## src/rtl/tdc_pkg.sv

```systemverilog
package tdc_pkg;

    localparam int RES_W   = 25;
    localparam int SKIP_W  = 16;
    localparam int SEL_W   = 4;
    localparam int STATE_W = 6;

    typedef enum logic [1:0] {
        CMD_CLEAR    = 2'd0,
        CMD_RUN_SYNC = 2'd1,
        CMD_RUN      = 2'd2,
        CMD_ABORT    = 2'd3
    } cmd_e;

    typedef enum logic [STATE_W-1:0] {
        ST_WAIT_START  = 6'h00,
        ST_IDLE        = 6'h06,
        ST_CLR_CNT     = 6'h07,
        ST_WAIT_STOP   = 6'h08,
        ST_WAIT_STOPCD = 6'h0C,
        ST_GET_RESULT  = 6'h0E,
        ST_POR         = 6'h0F,
        ST_CLR_WAIT    = 6'h16,
        ST_START_FALL  = 6'h1E,
        ST_FORCE_STOP  = 6'h2E
    } state_e;

    // Control strobes produced by the sequencer for the datapath
    typedef struct packed {
        logic clr;       // zero the result
        logic inc;       // add two to the result
        logic load;      // reload the skip counter
        logic dec;       // consume one stop edge
        logic set_done;
        logic set_sat;
        logic clr_flags;
    } ctl_t;

    // Conditioned trigger view
    typedef struct packed {
        logic start_act;
        logic start_rise;
        logic stop_act;
        logic stop_rise;
    } trig_t;

    // Saturation bit index: code 15 maps to the top bit of a 25-bit result
    function automatic int sat_index(input logic [SEL_W-1:0] code, input int res_w);
        int c;
        c = (code < 4'd3) ? 3 : int'(code);
        return res_w - 16 + c;
    endfunction

endpackage

```

## src/rtl/tdc_trig.sv

```systemverilog
module tdc_trig #(
    parameter int NCH = 2
) (
    input  logic           clk,
    input  logic           rst,
    input  logic [NCH-1:0] lvl,
    input  logic [NCH-1:0] act_low,
    output logic [NCH-1:0] act,
    output logic [NCH-1:0] rise
);
    logic [NCH-1:0] act_q;

    for (genvar i = 0; i < NCH; i++) begin : g_ch
        assign act[i]  = lvl[i] ^ act_low[i];
        assign rise[i] = act[i] & ~act_q[i];

        always_ff @(posedge clk) begin
            if (rst) act_q[i] <= 1'b0;
            else     act_q[i] <= act[i];
        end
    end
endmodule

```

## src/rtl/tdc_accum.sv

```systemverilog
module tdc_accum
    import tdc_pkg::*;
#(
    parameter int RW = tdc_pkg::RES_W,
    parameter int SW = tdc_pkg::SEL_W
) (
    input  logic          clk,
    input  logic          rst,
    input  logic          clr,
    input  logic          inc,
    input  logic [SW-1:0] sat_code,
    output logic [RW-1:0] result,
    output logic          sat_hit
);
    localparam int IDX_W = $clog2(RW);

    logic [RW-1:0]    res_q;
    logic [IDX_W-1:0] idx;

    assign idx     = IDX_W'(sat_index(sat_code, RW));
    assign sat_hit = res_q[idx];
    assign result  = res_q;

    always_ff @(posedge clk) begin
        if (rst)      res_q <= '0;
        else if (clr) res_q <= '0;
        else if (inc) res_q <= res_q + RW'(2);
    end

    AST_RESULT_HOLD: assert property (@(posedge clk) disable iff (rst)
        (!clr && !inc) |=> $stable(res_q));
    AST_RESULT_STEP: assert property (@(posedge clk) disable iff (rst)
        (inc && !clr) |=> (res_q == $past(res_q) + RW'(2)));
endmodule

```

## src/rtl/tdc_skipcnt.sv

```systemverilog
module tdc_skipcnt #(
    parameter int CW = tdc_pkg::SKIP_W
) (
    input  logic          clk,
    input  logic          rst,
    input  logic          load,
    input  logic [CW-1:0] load_val,
    input  logic          dec,
    input  logic          idle,
    input  logic          wr,
    input  logic [CW-1:0] wr_val,
    output logic [CW-1:0] cnt,
    output logic          last
);
    logic [CW-1:0] cnt_q;

    assign cnt  = cnt_q;
    assign last = (cnt_q <= CW'(1));

    always_ff @(posedge clk) begin
        if (rst)                  cnt_q <= '0;
        else if (load)            cnt_q <= load_val;
        else if (dec)             cnt_q <= cnt_q - CW'(1);
        else if (wr && idle)      cnt_q <= wr_val;
    end

    AST_SKIP_WR_BLOCKED: assert property (@(posedge clk) disable iff (rst)
        (wr && !idle && !load && !dec) |=> $stable(cnt_q));
    AST_SKIP_RELOAD: assert property (@(posedge clk) disable iff (rst)
        load |=> (cnt_q == $past(load_val)));
endmodule

```

## src/rtl/tdc_fsm.sv

```systemverilog
module tdc_fsm
    import tdc_pkg::*;
(
    input  logic       clk,
    input  logic       rst,
    input  logic       cmd_valid,
    input  logic [1:0] cmd,
    input  trig_t      trig,
    input  logic       skip_en,
    input  logic       sat_hit,
    input  logic       skip_last,
    output state_e     state,
    output ctl_t       ctl,
    output logic       done,
    output logic       sat
);
    state_e st_q, st_d;
    logic   sync_q, sync_d;
    logic   done_q, sat_q;
    logic   abort_req;
    logic   active;

    assign active    = (st_q != ST_IDLE) && (st_q != ST_POR);
    assign abort_req = cmd_valid && (cmd_e'(cmd) == CMD_ABORT) && active;

    always_comb begin
        st_d   = st_q;
        sync_d = sync_q;
        ctl    = '0;
        unique case (st_q)
            ST_POR: st_d = ST_IDLE;
            ST_IDLE: begin
                if (cmd_valid) begin
                    unique case (cmd_e'(cmd))
                        CMD_CLEAR: begin
                            ctl.clr       = 1'b1;
                            ctl.clr_flags = 1'b1;
                        end
                        CMD_RUN_SYNC: begin
                            st_d   = ST_CLR_CNT;
                            sync_d = 1'b1;
                        end
                        CMD_RUN: begin
                            st_d   = ST_CLR_CNT;
                            sync_d = 1'b0;
                        end
                        default: ;
                    endcase
                end
            end
            ST_CLR_CNT: begin
                ctl.clr       = 1'b1;
                ctl.load      = 1'b1;
                ctl.clr_flags = 1'b1;
                st_d          = ST_CLR_WAIT;
            end
            ST_CLR_WAIT: st_d = sync_q ? ST_START_FALL : ST_WAIT_START;
            ST_START_FALL: begin
                if (!trig.start_act) st_d = ST_WAIT_START;
            end
            ST_WAIT_START: begin
                if (sync_q ? trig.start_rise : trig.start_act)
                    st_d = skip_en ? ST_WAIT_STOPCD : ST_WAIT_STOP;
            end
            ST_WAIT_STOP: begin
                if (sat_hit) begin
                    ctl.set_sat  = 1'b1;
                    ctl.set_done = 1'b1;
                    st_d         = ST_GET_RESULT;
                end else if (trig.stop_act) begin
                    ctl.set_done = 1'b1;
                    st_d         = ST_GET_RESULT;
                end else begin
                    ctl.inc = 1'b1;
                end
            end
            ST_WAIT_STOPCD: begin
                if (sat_hit) begin
                    ctl.set_sat  = 1'b1;
                    ctl.set_done = 1'b1;
                    st_d         = ST_GET_RESULT;
                end else if (trig.stop_rise && skip_last) begin
                    ctl.set_done = 1'b1;
                    st_d         = ST_GET_RESULT;
                end else begin
                    ctl.inc = 1'b1;
                    ctl.dec = trig.stop_rise;
                end
            end
            ST_GET_RESULT: st_d = ST_IDLE;
            ST_FORCE_STOP: st_d = ST_IDLE;
            default:       st_d = ST_IDLE;
        endcase
        if (abort_req) begin
            st_d = ST_FORCE_STOP;
            ctl  = '0;
        end
    end

    always_ff @(posedge clk) begin
        if (rst) begin
            st_q   <= ST_POR;
            sync_q <= 1'b0;
            done_q <= 1'b0;
            sat_q  <= 1'b0;
        end else begin
            st_q   <= st_d;
            sync_q <= sync_d;
            if (ctl.clr_flags) begin
                done_q <= 1'b0;
                sat_q  <= 1'b0;
            end else begin
                if (ctl.set_done) done_q <= 1'b1;
                if (ctl.set_sat)  sat_q  <= 1'b1;
            end
        end
    end

    assign state = st_q;
    assign done  = done_q;
    assign sat   = sat_q;

    AST_ABORT_FORCES: assert property (@(posedge clk) disable iff (rst)
        abort_req |=> (st_q == ST_FORCE_STOP));
    AST_DONE_IN_GET: assert property (@(posedge clk) disable iff (rst)
        (st_q == ST_GET_RESULT) |-> done_q);
    AST_GET_TO_IDLE: assert property (@(posedge clk) disable iff (rst)
        (st_q == ST_GET_RESULT) |=> (st_q == ST_IDLE));
    AST_SAT_ENDS: assert property (@(posedge clk) disable iff (rst)
        ((st_q == ST_WAIT_STOP || st_q == ST_WAIT_STOPCD) && sat_hit && !abort_req)
        |=> (st_q == ST_GET_RESULT && sat_q));
    AST_POR_EXIT: assert property (@(posedge clk) disable iff (rst)
        (st_q == ST_POR) |=> (st_q == ST_IDLE));
endmodule

```

## src/rtl/tdc_engine.sv

```systemverilog
module tdc_engine
    import tdc_pkg::*;
#(
    parameter int RW = tdc_pkg::RES_W,
    parameter int CW = tdc_pkg::SKIP_W,
    parameter int SW = tdc_pkg::SEL_W
) (
    input  logic          clk,
    input  logic          rst,
    input  logic          cmd_valid,
    input  logic [1:0]    cmd,
    input  logic          start_in,
    input  logic          stop_in,
    input  logic          start_act_low,
    input  logic          stop_act_low,
    input  logic [SW-1:0] sat_code,
    input  logic          skip_en,
    input  logic [CW-1:0] skip_load,
    input  logic          skip_wr,
    input  logic [CW-1:0] skip_wdata,
    output logic [RW-1:0] result,
    output logic          done,
    output logic          sat,
    output logic [5:0]    state_code,
    output logic [CW-1:0] skip_count
);
    logic [1:0] act, rise;
    trig_t      trig;
    ctl_t       ctl;
    state_e     state;
    logic       sat_hit, skip_last;

    tdc_trig #(.NCH(2)) u_trig (
        .clk     (clk),
        .rst     (rst),
        .lvl     ({stop_in, start_in}),
        .act_low ({stop_act_low, start_act_low}),
        .act     (act),
        .rise    (rise)
    );

    assign trig = '{start_act: act[0], start_rise: rise[0],
                    stop_act: act[1], stop_rise: rise[1]};

    tdc_fsm u_fsm (
        .clk       (clk),
        .rst       (rst),
        .cmd_valid (cmd_valid),
        .cmd       (cmd),
        .trig      (trig),
        .skip_en   (skip_en),
        .sat_hit   (sat_hit),
        .skip_last (skip_last),
        .state     (state),
        .ctl       (ctl),
        .done      (done),
        .sat       (sat)
    );

    tdc_accum #(.RW(RW), .SW(SW)) u_accum (
        .clk      (clk),
        .rst      (rst),
        .clr      (ctl.clr),
        .inc      (ctl.inc),
        .sat_code (sat_code),
        .result   (result),
        .sat_hit  (sat_hit)
    );

    tdc_skipcnt #(.CW(CW)) u_skip (
        .clk      (clk),
        .rst      (rst),
        .load     (ctl.load),
        .load_val (skip_load),
        .dec      (ctl.dec),
        .idle     (state == ST_IDLE),
        .wr       (skip_wr),
        .wr_val   (skip_wdata),
        .cnt      (skip_count),
        .last     (skip_last)
    );

    assign state_code = state;

    AST_IDLE_NO_COUNT: assert property (@(posedge clk) disable iff (rst)
        (state == ST_IDLE && !cmd_valid) |=> $stable(result));
endmodule

```

## config.mk

```make
export PLATFORM = sky130hd
export DESIGN_NAME = tdc_engine
export DESIGN_NICKNAME = d
export VERILOG_FILES = /design/src/rtl/tdc_pkg.sv /design/src/rtl/tdc_trig.sv /design/src/rtl/tdc_accum.sv /design/src/rtl/tdc_skipcnt.sv /design/src/rtl/tdc_fsm.sv /design/src/rtl/tdc_engine.sv
export SDC_FILE = /design/constraint.sdc
export NUM_CORES = 1
export LEC_CHECK = 0
export CAP_MARGIN = 20
export CORE_MARGIN = 4
export CORE_UTILIZATION = 35
export CTS_CLUSTER_SIZE = 28
export DETAILED_ROUTE_END_ITERATION = 8
export MAX_ROUTING_LAYER = met4
export RECOVER_POWER = 50
export SYNTH_ARGS = -nofsm -noshare
export SYNTH_HDL_FRONTEND = slang
export SYNTH_SLANG_ARGS = --single-unit
```

## constraint.sdc

```tcl
create_clock -name clk -period 4.05 [get_ports clk]
set_input_delay 0.6075 -clock clk [delete_from_list [all_inputs] [get_ports clk]]
set_output_delay 0.6075 -clock clk [all_outputs]
set_load 0.03 [all_outputs]
```

==> summary.md, run 1 <==
| Metric | Value |
|---|---|
| Maximum vdd drop | 0.000182 V |
| Setup violators final | 0 |
| Vias in the first global route | 3390 |
| Worst EP arrival | 3940 ps |
| R2R cell count | 7 |
| # port buffers | 94 |
| DR WL/cell | 15.9 um |
| Die height | 106 um |
| Setup_tns | 0 ps |
| Syn avg cell area | 7.81 um2 |
| Worst Path Required | 4290 ps |
| Critical setup path kind | in2reg |
| Worst-path maximum fanout | 13 |
| F_max | 270 MHz |
| Layout Nets | 573 |
| I/O pin count | 96 |
| DR iter-0 viols | 210 |
| Final Routed Wirelength | 10300 um |
| Initial antenna violation count | 0 |
| Yosys warning count | 0 |
| Area of the multi-input gates | 2110 um2 |
| Total Routing Usage GR | 18.8% |
| Antenna cells | 0 |
| Via count | 3537 |
| P&R area growth vs syn | 37.1% |
| Reg clk slew, reported paths | 100 ps |
| Total Power | 1.35 mW |
| DRC viols | 0 |
| Worst-Skew Late Latency | 310 ps |
| RSZ-0062 raised after global routing | false |
| Largest family of logic cells by synthesized area | simple AND/OR/NAND/NOR gates |
| Clk_skew | 4.07 ps |
| Rows | 35 |
| Count of cell types in the netlist | 67 |
| CTS buffer count | 5 |
| Total setup buffers inserted after CTS | 0 |
| Vias per std cell | 5.45 |
| Area leader, netlist | dfxtp_1 |
| Max_cap viols | 0 |
| Worst setup EP type | flip-flop |
| Clock Path Buffers | 2 |
| Synth top area cells | dfxtp_1, nor2_1, nand2_1 |
| Post-Synth Adder-Cell Area | 2.63% |
| Share of cells above drive strength 1 | 7.88% |
| Sequential Area | 1020 um2 |
| Number of routed nets with antenna violations | 0 |
| CTS Hold Bufs | 0 |
| Final Non-Filler Cells | 649 |
| PostCTS Resize Cnt | 0 |
| PD cells | 294 nW/um2 |
| Leak pwr | 1.82 nW |
| GRT Residual Overflow | 0 |
| Post-synth EDFFs | 0 |
| FF-to-FF End | u_fsm.state[2] |
| Placed cells | 641 |
| CTS Root Buffer Type | clkbuf_8 |
| CTS sink count | 51 |
| Number of H-tree levels | 2 |
| Ys async rst share | 0% |
| Core area | 9240 um2 |
| Hold_sp | u_fsm.done |
| Mapped Nets | 481 |
| Compound-Gate Fraction of Synth Area | 24.0% |
| Final GP Congestion | 0.840 |
| Synth Cell Area | 3330 um2 |
| Share of the synthesized area in the top cell type | 30.6% |
| First-pass GRT wire length | 17000 um |
| DRT Pass-1 Iters | 6 |
| Dpl hpwl | 7840 um |
| Initial Util | 36.1% |
| Worst hold slack | 474 ps |
| R2r startpoint | u_skip.cnt[8] |
| Worst slew pin tran | 1240 ps |
| Die ar. | 11200 um2 |
| #FFs+latches synth | 51 |
| Final instance area | 4570 um2 |
| Top FF cell, synth | dfxtp_1 |
| Largest net degree at the start of global routing | 27 |
| Hold WC Path Type | reg2reg |
| Hold Path Stages | 2 |
| Sequential area share after synthesis | 30.6% |
| Placed cell areas | 4460 um2 |
| Outcome | finished clean |
| Startpoint types | primary input |
| Synth Area in Simple Gates | 27.2% |
| Min-Delay Endpoint | u_fsm.done |
| Xor and xnor area share after synthesis | 6.57% |
| Period Utilization, post-route | 91.5% |
| TritonCTS clock tree | done |
| Mux contribution to synthesized area | 2.59% |
| Period minus WS final | 3710 ps |
| R2R setup slack | 940 ps |
| DIE WIDTH | 106 um |
| Slew Limit Fails | 0 |
| Final Hold Fails | 0 |
| Fill count | 925 |
| Rel. slew slack | 17.2% |
| Post-Syn Instances | 427 |
logic make-up (layout without fill, tap and decap cells):
kind of cell	Yosys count	in the layout
flops	51	51
mux	7	7
buf+inv	49	142
xor+xnor	25	25
compound gates	114	114
simple gates	173	173
other cells	1	1
fa+ha+maj	7	7
cell type report:
type	count	share of cell area (%)
inverters	22	1.81
multi-input cells	327	46.1
well taps	129	3.53
clock buffers	5	1.51
repair buffers	112	23.7
clock inverters	3	1.04
flip-flops and latches	51	22.3
worst max-delay path, stage by stage:
cell and delay, ps:
clkdlybuf4s50_1 480, nor2_1 60, or2_2 270, ha_1 370, mux4_2 510, o21bai_1 220
a311oi_1 370, nand2_1 320, or4_1 570, a21oi_1 140
power by group:
part	switching (mW)	internal, mW	leakage [nW]	total, mW
combinational	0.220	0.189	1.34	0.409
clock	0.191	0.188	0.0587	0.379
sequential	0.0337	0.525	0.415	0.558
state kept, by name, summed over array words and instances (netlist names):
name	cells
u_fsm.sat	1
u_accum.result	24
u_fsm.state	6
u_trig.act_q	2
u_fsm.sync_q	1
u_fsm.done	1
u_skip.cnt	16
routing by layer:
| metal | share of wire (%) | global-route usage (%) | up-vias |
|---|---|---|---|
| li1 | - | - | 1752 |
| met1 | 48 | 26.0 | 1675 |
| met2 | 46 | 28.8 | 102 |
| met3 | 5.1 | 3.37 | 8 |
| met4 | 0.96 | 3.79 | 0 |
| met5 | 0 | - | - |
through the flow:
stage / setup slack [ps] / utilization [%]
floorplan: 201 / -
global placement: 171 / 48.3
detailed placement: 27.2 / 48.3
CTS: 347 / 49.5
global route: 71.9 / 49.5
finish: 344 / 49.5
worst max-delay path by stage:
stage                         end         from
2_1_floorplan  u_accum.result[14]  sat_code[2]
3_3_place_gp   u_accum.result[20]  sat_code[3]
3_5_place_dp   u_accum.result[16]  sat_code[2]
4_1_cts        u_accum.result[20]  sat_code[2]
5_1_grt        u_accum.result[20]  sat_code[3]
6_report       u_accum.result[20]  sat_code[2]
cells in the final DEF (no fill, tap or decap), types with 5 or more instances in the layout:
cell             synthesis  routed
and3_1                   9       9
a22o_1                   7       7
a31oi_1                  8       8
dlygate4sd3_1            0      44
o211ai_1                 7       7
clkdlybuf4s50_1          0      50
nor2_1                  39      39
xor2_1                  13      13
nand2_1                 36      36
nand3_1                 22      22
a211oi_1                 6       6
buf_4                    1      16
o21a_1                   5       5
ha_1                     7       7
or4_1                    6       6
o21ai_0                 11      11
xnor2_1                 12      12
nand4_1                  9       9
a21oi_1                 26      26
nor3_1                  12      12
inv_1                   22      22
clkbuf_8                 0       5
or3_1                   12      12
o31ai_1                  6       6
dfxtp_1                 51      51
synth_stat cells (3+ instances only):
library cell / n
o41ai_1: 3
mux2i_1: 3
nand2_1: 36
mux2_2: 3
or4_1: 6
nor2_1: 39
nor3b_1: 3
nand4_1: 9
a22o_1: 7
or3_1: 12
ha_1: 7
o21a_1: 5
nand3_1: 22
xnor2_1: 12
o21ai_0: 11
a31oi_1: 8
nor3_1: 12
a21o_1: 4
dfxtp_1: 51
a22oi_1: 3
a211oi_1: 6
xor2_1: 13
or2_2: 4
o211ai_1: 7
inv_1: 22
buf_2: 4
o21bai_1: 4
and3_1: 9
a221o_1: 3
a311oi_1: 3
clkbuf_1: 18
a21oi_1: 26
nor4_1: 3
o31ai_1: 6
No activity file was read; power rests on OpenSTA's default activity.
==> inputs of run 2 (changes only) <==
--- a/config.mk
+++ b/config.mk
@@ -5,6 +5,7 @@
 export SDC_FILE = /design/constraint.sdc
 export NUM_CORES = 1
 export LEC_CHECK = 0
+export ABC_AREA = 1
 export CAP_MARGIN = 20
 export CORE_MARGIN = 4
 export CORE_UTILIZATION = 35
==> constraint.sdc (replaced) <==
create_clock -name clk -period 4.3 [get_ports clk]
set_input_delay 0.645 -clock clk [delete_from_list [all_inputs] [get_ports clk]]
set_output_delay 0.645 -clock clk [all_outputs]
set_load 0.03 [all_outputs]
==> run 2 against run 1 <==
Critical path depth grew 6. Setup slack gained 460 ps. Combinational power grew 16%. Routed wire length grew 11%. Non-clock buffer count shrank 16. Critical path type unchanged. Flip-flop and latch count is the same. Largest cell class unchanged. Worst hold slack gained 10 ps. Synthesized cell count grew 36%. Global-route usage grew 0.15 points. Highest routed layer unchanged. Sequential share of layout area shrank 1.2 points. Final area grew 5.7%.
==> summary.md, run 2 <==
| Metric | Value |
|---|---|
| Logic pwr share | 34.6% |
| Clk_skew | 22.1 ps |
| Worst-Skew Late Latency | 310 ps |
| P&R area growth vs syn | 29.9% |
| Die ar. | 12300 um2 |
| Share of cells above drive strength 1 | 5.39% |
| Largest net degree at the start of global routing | 29 |
| Sequential area share after synthesis | 27.4% |
| # port buffers | 94 |
| Worst setup EP type | flip-flop |
| Final Hold Fails | 0 |
| Top post-synthesis cells by count | nand2_1, inv_1, nor2_1, nand3_1, dfxtp_1 |
| Maximum vdd drop | 0.000154 V |
| Core area | 10300 um2 |
| Setup_tns | 0 ps |
| Synth top area cells | dfxtp_1, nand2_1, nand3_1 |
| Reg clk slew, reported paths | 110 ps |
| Total setup buffers inserted after CTS | 0 |
| Rows | 37 |
| CTS Hold Bufs | 0 |
| Initial Util | 36.0% |
| Crit path cell chain | clkdlybuf4s50_1, nor2_1, or2_2, ha_1, inv_1, nand4_1, nand2_1, inv_1, nand2_2, nand3_2, nand3_2, nand2_4, nand3_4, inv_4, nand3_1, and3_1 |
| Flop pwr share | 39.6% |
| Ys async rst share | 0% |
| First-pass GRT wire length | 19200 um |
| Critical setup path kind | in2reg |
| CTS buffer count | 5 |
| Synth Cell Area | 3720 um2 |
| DIE WIDTH | 111 um |
| Max_cap viols | 0 |
| Worst EP arrival | 3720 ps |
| Worst path bufs/invs | 4 |
| Layout Nets | 721 |
| Number of H-tree levels | 2 |
| TritonCTS clock tree | done |
| Commonest non-fill, non-tap cell in the layout | nand2_1 |
| #FFs+latches synth | 51 |
| Number of routed nets with antenna violations | 0 |
| Antenna cells | 0 |
| Switch Pwr | 0.510 mW |
| CTS sink count | 51 |
| CP peak stage delay | 630 ps |
| Share of the synthesized area in the top cell type | 27.4% |
| Final Non-Filler Cells | 804 |
| GRT Residual Overflow | 0 |
| Post-synth EDFFs | 0 |
| Leak pwr | 2.03 nW |
| Post-Syn Instances | 580 |
| PD cells | 285 nW/um2 |
| Top-count cell post-synth | nand2_1 |
| Syn avg cell area | 6.42 um2 |
| PostCTS Resize Cnt | 0 |
| Final Routed Wirelength | 11500 um |
| DR WL/cell | 14.3 um |
| Dpl hpwl | 9210 um |
| Outcome | finished clean |
| Placed cell areas | 4730 um2 |
| RSZ-0062 raised after global routing | false |
| Via count | 4072 |
| Period Utilization, post-route | 81.4% |
| Delay-heaviest family, CP | simple AND/OR/NAND/NOR gates |
| Worst-path maximum fanout | 26 |
| Final GP Congestion | 0.851 |
| Yosys warning count | 0 |
| Count of cell types in the netlist | 45 |
| Setup violators final | 0 |
| Vias in the first global route | 3926 |
| Final instance area | 4830 um2 |
| Slowest CP cell | clkdlybuf4s50_1 |
| Rel. slew slack | 49.3% |
| Worst slew pin tran | 759 ps |
| Total Routing Usage GR | 18.9% |
| Area leader, netlist | dfxtp_1 |
| Slew Limit Fails | 0 |
| Placed cells | 796 |
| Fill count | 1118 |
| Clock Power Share | 25.8% |
| Period minus WS final | 3500 ps |
| I/O pin count | 96 |
| Startpoint types | primary input |
| Total Power | 1.38 mW |
| Most frequent cells in the layout | nand2_1, inv_1, nor2_1 |
| DR iter-0 viols | 197 |
| Worst Path Required | 4520 ps |
| F_max | 286 MHz |
| Sw Share | 37.0% |
| Hold WC Path Type | reg2reg |
| Top FF cell, synth | dfxtp_1 |
| Die height | 111 um |
| Int Power | 0.866 mW |
| DRC viols | 0 |
| Mapped Nets | 634 |
| Clock Path Buffers | 2 |
| DRT Pass-1 Iters | 4 |
| CTS Root Buffer Type | clkbuf_8 |
| Initial antenna violation count | 0 |
| Vias per std cell | 5.06 |
| Largest register FFs | 24 |
-- run 2: power groups by stage --
stage               Clock (mW)  Sequential (mW)  Combinational (mW)
detailed placement           0            0.555               0.487
finish                   0.355            0.545               0.476
floorplan                    0            0.597               0.282
CTS                      0.364            0.545               0.489
global placement             0            0.556               0.483
global route             0.379            0.551               0.532
-- run 2: worst reg2reg max path, cell delays in order (launching register included) --
cell     delay (ps)
dfxtp_1         490
inv_1            80
ha_1            240
nand4_1         140
nor2_1          120
o21ai_0         260
nand2_1         130
nor3_4          340
nand2_8         200
nand3_4         300
nand2_1         100
nor2_1          120
nor2_1           40
-- run 2: final timing paths --
kind         cells past startpoint     startpoint                end  slack, ps
max                             16    sat_code[2]  u_accum.result[6]        800
min                              2      u_fsm.sat          u_fsm.sat        480
min reg2reg                      2      u_fsm.sat          u_fsm.sat        480
max reg2reg                     12  u_skip.cnt[0]     u_skip.cnt[13]       1620
-- run 2: kinds of logic (layout without fill, tap and decap cells) --
logic type	after synthesis	after routing	share of synthesized area [%]
other	1	1	0.101
AO/OA/AOI/OAI	73	73	10.4
flip-flops	51	51	27.4
AND/OR/NAND/NOR	333	333	42.6
buffers and inverters	88	176	10.6
XOR/XNOR	27	27	6.56
adder cells (fa/ha/maj)	7	7	2.35
-- run 2: through the flow --
step / util [%] / setup slack [ps] / hold WS, ps
3_5_place_dp: 45.8 / 442 / 472
6_report: 46.8 / 800 / 484
4_1_cts: 46.9 / 786 / 489
2_1_floorplan: - / 1620 / 445
3_3_place_gp: 45.8 / 538 / 466
5_1_grt: 46.8 / 554 / 514
-- run 2: final cells by class --
type	count	area, um2	share of cell area [%]
repair buffers	96	956	19.8
inverters	72	273	5.64
clock inverters	2	38.8	0.803
flip-flops and latches	51	1020	21.1
clock buffers	6	72.6	1.50
well taps	136	170	3.52
multi-input cells	441	2300	47.6
-- run 2: routing by layer --
| metal | track usage [%] | routed length [um] | vias to the layer above |
|---|---|---|---|
| met5 | - | 0 | - |
| met4 | 4.54 | 142 | 0 |
| li1 | - | - | 2075 |
| met2 | 32.3 | 5650 | 92 |
| met3 | 2.78 | 483 | 12 |
| met1 | 23.7 | 5230 | 1893 |
==> inputs of run 3 (changes only) <==
==> constraint.sdc (replaced) <==
create_clock -name clk -period 2.8 [get_ports clk]
set_input_delay 0.42 -clock clk [delete_from_list [all_inputs] [get_ports clk]]
set_output_delay 0.42 -clock clk [all_outputs]
set_load 0.03 [all_outputs]
==> run 3 against run 2 <==
Combinational power grew 63%. Global-route usage shrank 0.13 points. Register-to-register slack lost 1200 ps. Clock skew shrank 12 ps.
==> summary.md, run 3 (synthesized netlist as in run 2, its figures left out) <==
| Metric | Value |
|---|---|
| Final Hold Fails | 0 |
| Startpoint types | primary input |
| Leak pwr | 2.14 nW |
| Critical setup path kind | in2reg |
| Maximum vdd drop | 0.000207 V |
| # port buffers | 94 |
| Share of cells above drive strength 1 | 8.71% |
| GRT Residual Overflow | 0 |
| Switch Pwr | 0.787 mW |
| Initial antenna violation count | 0 |
| Slowest CP cell | clkdlybuf4s50_1 |
| Vias per std cell | 4.96 |
| P&R area growth vs syn | 35.7% |
| Clk_skew | 10.4 ps |
| Layout Nets | 742 |
| Flop pwr share | 37.3% |
| Number of H-tree levels | 2 |
| Fill count | 1079 |
| Worst hold slack | 454 ps |
| Vias in the first global route | 3951 |
| Setup violators final | 0 |
| Slew Limit Fails | 0 |
| R2R setup slack | 390 ps |
| F_max | 376 MHz |
| Worst EP arrival | 2920 ps |
| Final GP Congestion | 0.897 |
| Final Routed Wirelength | 11600 um |
| Commonest non-fill, non-tap cell in the layout | nand2_1 |
| Total Routing Usage GR | 18.8% |
| Logic pwr share | 34.8% |
| DR WL/cell | 14.1 um |
| CTS Root Buffer Type | clkbuf_8 |
| DRC viols | 0 |
| DIE WIDTH | 111 um |
| Crit path cell chain | clkdlybuf4s50_1, nor2_1, or2_2, ha_1, xor2_2, buf_4, nand3_1, nand3_1, nand3_2, nand2_4, nand3_4, buf_4, o21ai_0, and3_1 |
| PD cells | 443 nW/um2 |
| Antenna cells | 0 |
| Int Power | 1.45 mW |
| Number of routed nets with antenna violations | 0 |
| R2R cell count | 13 |
| Min-Delay Endpoint | u_fsm.sat |
| Final instance area | 5050 um2 |
| Via count | 4090 |
| CTS buffer count | 5 |
| Clock Path Buffers | 2 |
| R2r startpoint | u_skip.cnt[0] |
| Period minus WS final | 2660 ps |
| Dpl hpwl | 9280 um |
| Core area | 10300 um2 |
| TritonCTS clock tree | done |
| Most frequent cells in the layout | nand2_1, inv_1, nor2_1 |
| Total Power | 2.24 mW |
| CP peak stage delay | 480 ps |
| Worst-path maximum fanout | 11 |
| First-pass GRT wire length | 19000 um |
| Hold Path Stages | 2 |
| Outcome | finished clean |
| Reg clk slew, reported paths | 110 ps |
| RSZ-0062 raised after global routing | false |
| Max_cap viols | 0 |
| DR iter-0 viols | 159 |
| CTS sink count | 51 |
| Worst Path Required | 3050 ps |
| Largest register FFs | 24 |
| Hold_sp | u_fsm.sat |
| Placed cell areas | 4890 um2 |
| Period Utilization, post-route | 95.1% |
| Worst setup EP type | flip-flop |
| Largest net degree at the start of global routing | 29 |
| I/O pin count | 96 |
| DRT Pass-1 Iters | 5 |
| Die height | 111 um |
| Initial Util | 36.0% |
| Hold WC Path Type | reg2reg |
| CTS Hold Bufs | 0 |
| Sw Share | 35.2% |
| Die ar. | 12300 um2 |
| Rows | 37 |
| Worst-Skew Late Latency | 310 ps |
| FF-to-FF End | u_skip.cnt[12] |
| Clock Power Share | 27.9% |
==> run 3: area by class of cell <==
cell class	instances	area, um2	share of cell area, %
inverter	72	275	5.45
timing repair buffer	117	1140	22.5
sequential	51	1020	20.2
tap	136	170	3.37
clock inverter	3	67.6	1.34
clock buffer	5	68.8	1.36
multi-input combinational	441	2310	45.7
==> run 3: power groups by stage <==
stage               clock, mW  sequential [mW]  combinational [mW]
floorplan                   0            0.917               0.433
global placement            0            0.853               0.778
detailed placement          0            0.851               0.788
CTS                     0.633            0.836               0.791
global route            0.663            0.845               0.868
finish                  0.625            0.835               0.778
==> run 3: worst max-delay path by stage <==
| stage | from | end | slack [ps] | depth (start not counted) |
|---|---|---|---|---|
| 2_1_floorplan | sat_code[0] | u_skip.cnt[0] | 350 | 18 |
| 4_1_cts | sat_code[3] | u_fsm.state[2] | 140 | 17 |
| 3_3_place_gp | sat_code[3] | u_skip.cnt[5] | -110 | 17 |
| 5_1_grt | sat_code[3] | u_skip.cnt[7] | 10 | 17 |
| 6_report | sat_code[3] | u_accum.result[8] | 140 | 14 |
| 3_5_place_dp | sat_code[3] | u_fsm.state[2] | -190 | 17 |
==> run 3: through the flow <==
step / setup WS, ps / setup TNS (ps) / std cells / utilization, %
final: 137 / 0 / 825 / 48.9
after global routing: 12.1 / 0 / 825 / 48.9
after CTS: 141 / 0 / 823 / 48.7
after detailed placement: -186 / -4140 / 815 / 47.4
after global placement: -112 / -2480 / 815 / 47.4
after floorplan: 345 / 0 / 580 / -
==> run 3: what timing repair did <==
item,4_1_cts,5_1_grt
gates resized for setup,0,6
endpoints found under the setup margin,0,20
buffers inserted,0,2
==> run 3: worst max-delay path, delay by kind of cell <==
kind                     cells  cell delay, ps
AND/OR/NAND/NOR              8            1010
adder cells (fa/ha/maj)      1             220
buffers and inverters        3             850
AO/OA/AOI/OAI                1             150
XOR/XNOR                     1             260
==> run 3: metal layers <==
layer  routed length [um]  track usage (%)  vias up
met3                  537             2.46       12
met5                    0                -        -
li1                     -                -     2117
met1                 5150             23.6     1845
met4                  159             4.38        0
met2                 5740             32.3      116
